<file path="src/rtl/blkmove_seq.sv">
module blkmove_seq #(
  parameter int AW        = 16,
  parameter int DW        = 8,
  parameter int CW        = 32,
  parameter int REP_COST  = 21,
  parameter int LAST_COST = 16
) (
  input  logic          clk,
  input  logic          rst_n,
  input  logic          start,
  input  logic [7:0]    op,
  input  logic [DW-1:0] acc,
  input  logic [AW-1:0] hl_in,
  input  logic [AW-1:0] de_in,
  input  logic [AW-1:0] bc_in,
  input  logic [7:0]    flags_in,
  output logic          busy,
  output logic          done,
  output logic [AW-1:0] hl_out,
  output logic [AW-1:0] de_out,
  output logic [AW-1:0] bc_out,
  output logic [7:0]    flags_out,
  output logic [CW-1:0] cycles_out,
  output logic          mem_req,
  output logic          mem_we,
  output logic [AW-1:0] mem_addr,
  output logic [DW-1:0] mem_wdata,
  input  logic [DW-1:0] mem_rdata,
  input  logic          mem_ready
);

  typedef enum logic [1:0] {S_IDLE, S_RD, S_WR, S_STEP} st_t;

  st_t           st;
  logic          is_cmp, is_dec, is_rep;
  logic [DW-1:0] acc_q, byte_q;
  logic [AW-1:0] hl_q, de_q, bc_q;
  logic [7:0]    f_q, f_nx;
  logic [CW-1:0] cyc_q;

  wire           op_ok  = (op[7:5] == 3'b101) && (op[2:1] == 2'b00);
  wire [AW-1:0]  bc_nx  = bc_q - AW'(1);
  wire [AW-1:0]  delta  = is_dec ? {AW{1'b1}} : AW'(1);
  wire [DW-1:0]  diff   = acc_q - byte_q;
  wire           match  = is_cmp && (diff == '0);
  wire           again  = is_rep && (bc_nx != '0) && !match;

  always_comb begin
    f_nx    = f_q;
    f_nx[2] = (bc_nx != '0);
    if (is_cmp) begin
      f_nx[7] = diff[DW-1];
      f_nx[6] = (diff == '0);
      f_nx[4] = (acc_q[3:0] < byte_q[3:0]);
      f_nx[1] = 1'b1;
    end else begin
      f_nx[4] = 1'b0;
      f_nx[1] = 1'b0;
    end
  end

  assign busy       = (st != S_IDLE);
  assign mem_req    = (st == S_RD) || (st == S_WR);
  assign mem_we     = (st == S_WR);
  assign mem_addr   = (st == S_WR) ? de_q : hl_q;
  assign mem_wdata  = byte_q;
  assign hl_out     = hl_q;
  assign de_out     = de_q;
  assign bc_out     = bc_q;
  assign flags_out  = f_q;
  assign cycles_out = cyc_q;

  always_ff @(posedge clk) begin
    if (!rst_n) begin
      st     <= S_IDLE;
      done   <= 1'b0;
      is_cmp <= 1'b0;
      is_dec <= 1'b0;
      is_rep <= 1'b0;
      acc_q  <= '0;
      byte_q <= '0;
      hl_q   <= '0;
      de_q   <= '0;
      bc_q   <= '0;
      f_q    <= '0;
      cyc_q  <= '0;
    end else begin
      done <= 1'b0;
      case (st)
        S_IDLE: if (start && op_ok) begin
          is_cmp <= op[0];
          is_dec <= op[3];
          is_rep <= op[4];
          acc_q  <= acc;
          hl_q   <= hl_in;
          de_q   <= de_in;
          bc_q   <= bc_in;
          f_q    <= flags_in;
          cyc_q  <= '0;
          st     <= S_RD;
        end
        S_RD: if (mem_ready) begin
          byte_q <= mem_rdata;
          st     <= is_cmp ? S_STEP : S_WR;
        end
        S_WR: if (mem_ready) st <= S_STEP;
        default: begin
          hl_q <= hl_q + delta;
          if (!is_cmp) de_q <= de_q + delta;
          bc_q <= bc_nx;
          f_q  <= f_nx;
          if (again) begin
            cyc_q <= cyc_q + CW'(REP_COST);
            st    <= S_RD;
          end else begin
            cyc_q <= cyc_q + CW'(LAST_COST);
            done  <= 1'b1;
            st    <= S_IDLE;
          end
        end
      endcase
    end
  end

endmodule

</file>
<file path="config.mk">
export PLATFORM = sky130hd
export DESIGN_NAME = blkmove_seq
export DESIGN_NICKNAME = d
export VERILOG_FILES = /design/src/rtl/blkmove_seq.sv
export SDC_FILE = /design/constraint.sdc
export NUM_CORES = 1
export LEC_CHECK = 0
export BUFFER_PORTS_ARGS = -buffer_cell sky130_fd_sc_hd__buf_2
export CAP_MARGIN = 5
export CELL_PAD_IN_SITES_DETAIL_PLACEMENT = 0
export CELL_PAD_IN_SITES_GLOBAL_PLACEMENT = 1
export CORE_UTILIZATION = 41
export CTS_BUF_LIST = sky130_fd_sc_hd__clkbuf_16
export CTS_CLUSTER_SIZE = 30
export DETAILED_ROUTE_END_ITERATION = 8
export GPL_TIMING_DRIVEN = 0
export HOLD_SLACK_MARGIN = 0.03
export PLACE_DENSITY_LB_ADDON = 0.2
export SLEW_MARGIN = 0
export SYNTH_ARGS = -nofsm -noshare
export SYNTH_HDL_FRONTEND = slang
export SYNTH_SLANG_ARGS = --single-unit
</file>
<file path="constraint.sdc">
create_clock -name clk -period 5.1 [get_ports clk]
set_input_delay 0.255 -clock clk [delete_from_list [all_inputs] [get_ports clk]]
set_output_delay 0.255 -clock clk [all_outputs]
set_load 0.02 [all_outputs]
</file>
==> impl_metrics.json <==
{
  "initial_utilization_pct": 42.3,
  "timing.fmax_mhz": 262,
  "place.gp.congestion": 0.888,
  "post-route-util_pct": 51.2,
  "drtPass1Iterations": 5,
  "hold_viol": 0,
  "core_area_mm2": 0.0174,
  "layout-drive-gt1-share_pct": 21.2,
  "wl_per_cell_um": 19.4,
  "synth_area_per_cell_um2": 7.69,
  "grt_pass1_vias": 7264,
  "synth_flop_cell": "dfxtp_1",
  "ant_nets": 0,
  "syn_to_final_growth_pct": 21.1,
  "dpl.hpwl_um": 20100,
  "ir_drop_v": 0.000226,
  "pwr-share-seq_pct": 28.3,
  "grt_overflow": 0,
  "dp_slack_ns": 0.975,
  "synthTopCellsByCount": "dfxtp_1, nor2_1, nand2_1",
  "synth_enable_flop_cells": 0,
  "worst_slack_ns": 1.29,
  "power_leakage_nw": 3.90,
  "rsz0062_at_grt": "false",
  "synth_nets": 1089,
  "dr_total_vias": 8058,
  "ctsHoldBuffers": 0,
  "ioPinCount": 200,
  "cts_sinks": 110,
  "ys_types": 74,
  "drc": 0,
  "finalPower_mw": 4.49,
  "crit_fanout": 10,
  "row_count": 48,
  "clk_path_buf_depth": 2,
  "synthTopCellsByArea": "dfxtp_1, ha_1, a21oi_1, o21ai_0, nor2_1",
  "p_clk_share_pct": 15.0,
  "tritoncts": "yes",
  "p_per_area_mw_per_mm2": 503,
  "finalSetupViolations": 0,
  "postSynth.asyncResetShare_pct": 0,
  "tightest_slew_ns": 0.919,
  "clk_latency_ns": 0.36,
  "yosys_warnings": 0,
  "internal_power_mw": 2.18,
  "power.switching_mw": 2.31,
  "cts_setup_buffers": 0,
  "p_comb_share_pct": 56.7,
  "die_h_um": 136,
  "tns_ns": 0,
  "timing_worst_setup_path_type": "flop to flop",
  "drt_iter0_markers": 588,
  "syn_inst": 958,
  "viasPerCell": 5.77,
  "synth.most_common_cell": "dfxtp_1",
  "fin_crit_sh_pct": 74.8,
  "status": "complete, no violations",
  "root_buffer": "clkbuf_16",
  "clk_transition_reported_paths_ns": 0.08,
  "cts-resized-gates": 0,
  "cts_buffers": 9,
  "wirelength_um": 27100,
  "cp-end-kind": "flop",
  "synth_top_area_share_pct": 29.9,
  "drv_cap": 0,
  "die_area_mm2": 0.0185,
  "ys_seq_area_share_pct": 29.9,
  "switching_share_pct": 51.4,
  "cp.required_ns": 5.34,
  "ys_ff_latch": 110,
  "nNetsFinal": 1298,
  "antenna_found_initial": 0,
  "grt_max_degree": 33,
  "synth_top_cell_by_area": "dfxtp_1",
  "hp-class": "input pin to flop",
  "skew_ns": 0.00632,
  "grt_pass1_wl_um": 41100,
  "portBuffers": 197,
  "h-tree-depth": 3,
  "antenna_cells": 0,
  "slew_viol_final": 0,
  "critPathArrivalTime_ns": 4.06,
  "grt.total_usage_pct": 29.3,
  "netlist_area_mm2": 0.00737,
  "die_w_um": 136,
  "layout_min_cycle_time_ns": 3.81,
  "start_kind": "flop",
  "relSlewSlack_pct": 38.3
}
power groups by stage:
stage	clock, mW	sequential [mW]	combinational (mW)
CTS	0.680	1.27	2.51
global route	0.723	1.29	2.75
floorplan	0	1.40	1.52
detailed placement	0	1.29	2.50
global placement	0	1.29	2.49
finish	0.672	1.27	2.54
kinds of logic (layout without fill, tap and decap cells):
logic type               after synthesis  count (layout)  synth area share [%]
adder cells (fa/ha/maj)               47              47                  8.18
flip-flops                           110             110                  29.9
XOR/XNOR                              25              25                  2.97
multiplexers                          35              35                  5.08
AND/OR/NAND/NOR                      354             354                  23.3
buffers and inverters                 89             303                  4.65
AO/OA/AOI/OAI                        298             298                  25.9
layout by cell type, fill, tap and decap left out, types with 5 or more instances in the layout:
master / netlist / layout
nor3_1: 30 / 30
nand2_1: 92 / 92
nand2b_1: 7 / 7
clkbuf_1: 49 / 49
mux2_2: 15 / 15
and2_1: 12 / 12
xnor2_1: 16 / 16
buf_2: 1 / 198
ha_1: 45 / 45
a21oi_1: 84 / 84
a41oi_1: 9 / 9
a31oi_1: 15 / 15
inv_1: 35 / 37
o21ai_0: 79 / 79
or4_1: 6 / 6
a21o_1: 5 / 5
a22oi_1: 5 / 5
o31ai_1: 5 / 5
xor2_1: 9 / 9
or2_2: 6 / 6
o21a_1: 7 / 7
nand3_1: 32 / 32
or3_1: 9 / 9
nor2b_1: 10 / 10
a311oi_1: 5 / 5
and3_1: 10 / 10
nor4_1: 6 / 6
clkbuf_16: 0 / 9
o211ai_1: 18 / 18
a211oi_1: 20 / 20
mux2i_1: 19 / 19
dfxtp_1: 110 / 110
nand4_1: 20 / 20
nor2_1: 97 / 97
per-stage QoR:
step           cell area [µm²]  std cells  hold WS, ns
4_1_cts                   8900       1396        0.120
3_5_place_dp              8640       1380        0.462
5_1_grt                   8920       1397        0.134
6_report                  8920       1397        0.126
2_1_floorplan             7370        958        0.399
3_3_place_gp              8640       1380        0.460
flip-flops by register name (all words and copies together), names as in the netlist, 2 cells and up:
name,cells
de_out,16
hl_out,16
flags_out,8
st,2
acc_q,8
cycles_out,32
bc_out,16
mem_wdata,8
worst paths after layout:
path	from	to	slack [ns]	cells past startpoint
worst max-delay path	bc_out[0]	cycles_out[20]	1.29	9
worst min-delay path	op[4]	is_rep	0.13	3
worst min register to register	mem_wdata[6]	mem_wdata[6]	0.47	2
worst max register to register	bc_out[0]	cycles_out[20]	1.29	9
worst max-delay path, stage by stage, from the launching register on:
cell	delay [ns]
dfxtp_1	0.42
nor4_2	0.63
nand4_1	0.27
nor3_1	0.23
xor2_1	0.47
o41ai_4	0.18
o21ai_0	0.59
buf_2	0.36
nand3_1	0.14
o41ai_1	0.41
routing by layer:
layer / track usage (%) / wire length, µm / vias up
li1: - / - / 3933
met1: 39.3 / 12000 / 3795
met2: 47.6 / 12600 / 289
met3: 3.21 / 1890 / 41
met4: 11.5 / 715 / 0
met5: 0 / 0 / -
layout make-up:
class	instances	area, µm²
tap	225	282
inverter	35	131
buffer	54	211
clock inverter	7	33.8
timing repair buffer	198	1010
sequential	110	2200
clock buffer	9	225
fill	1839	8490
multi-input combinational	759	4820
(Power assumes the default switching activity.)
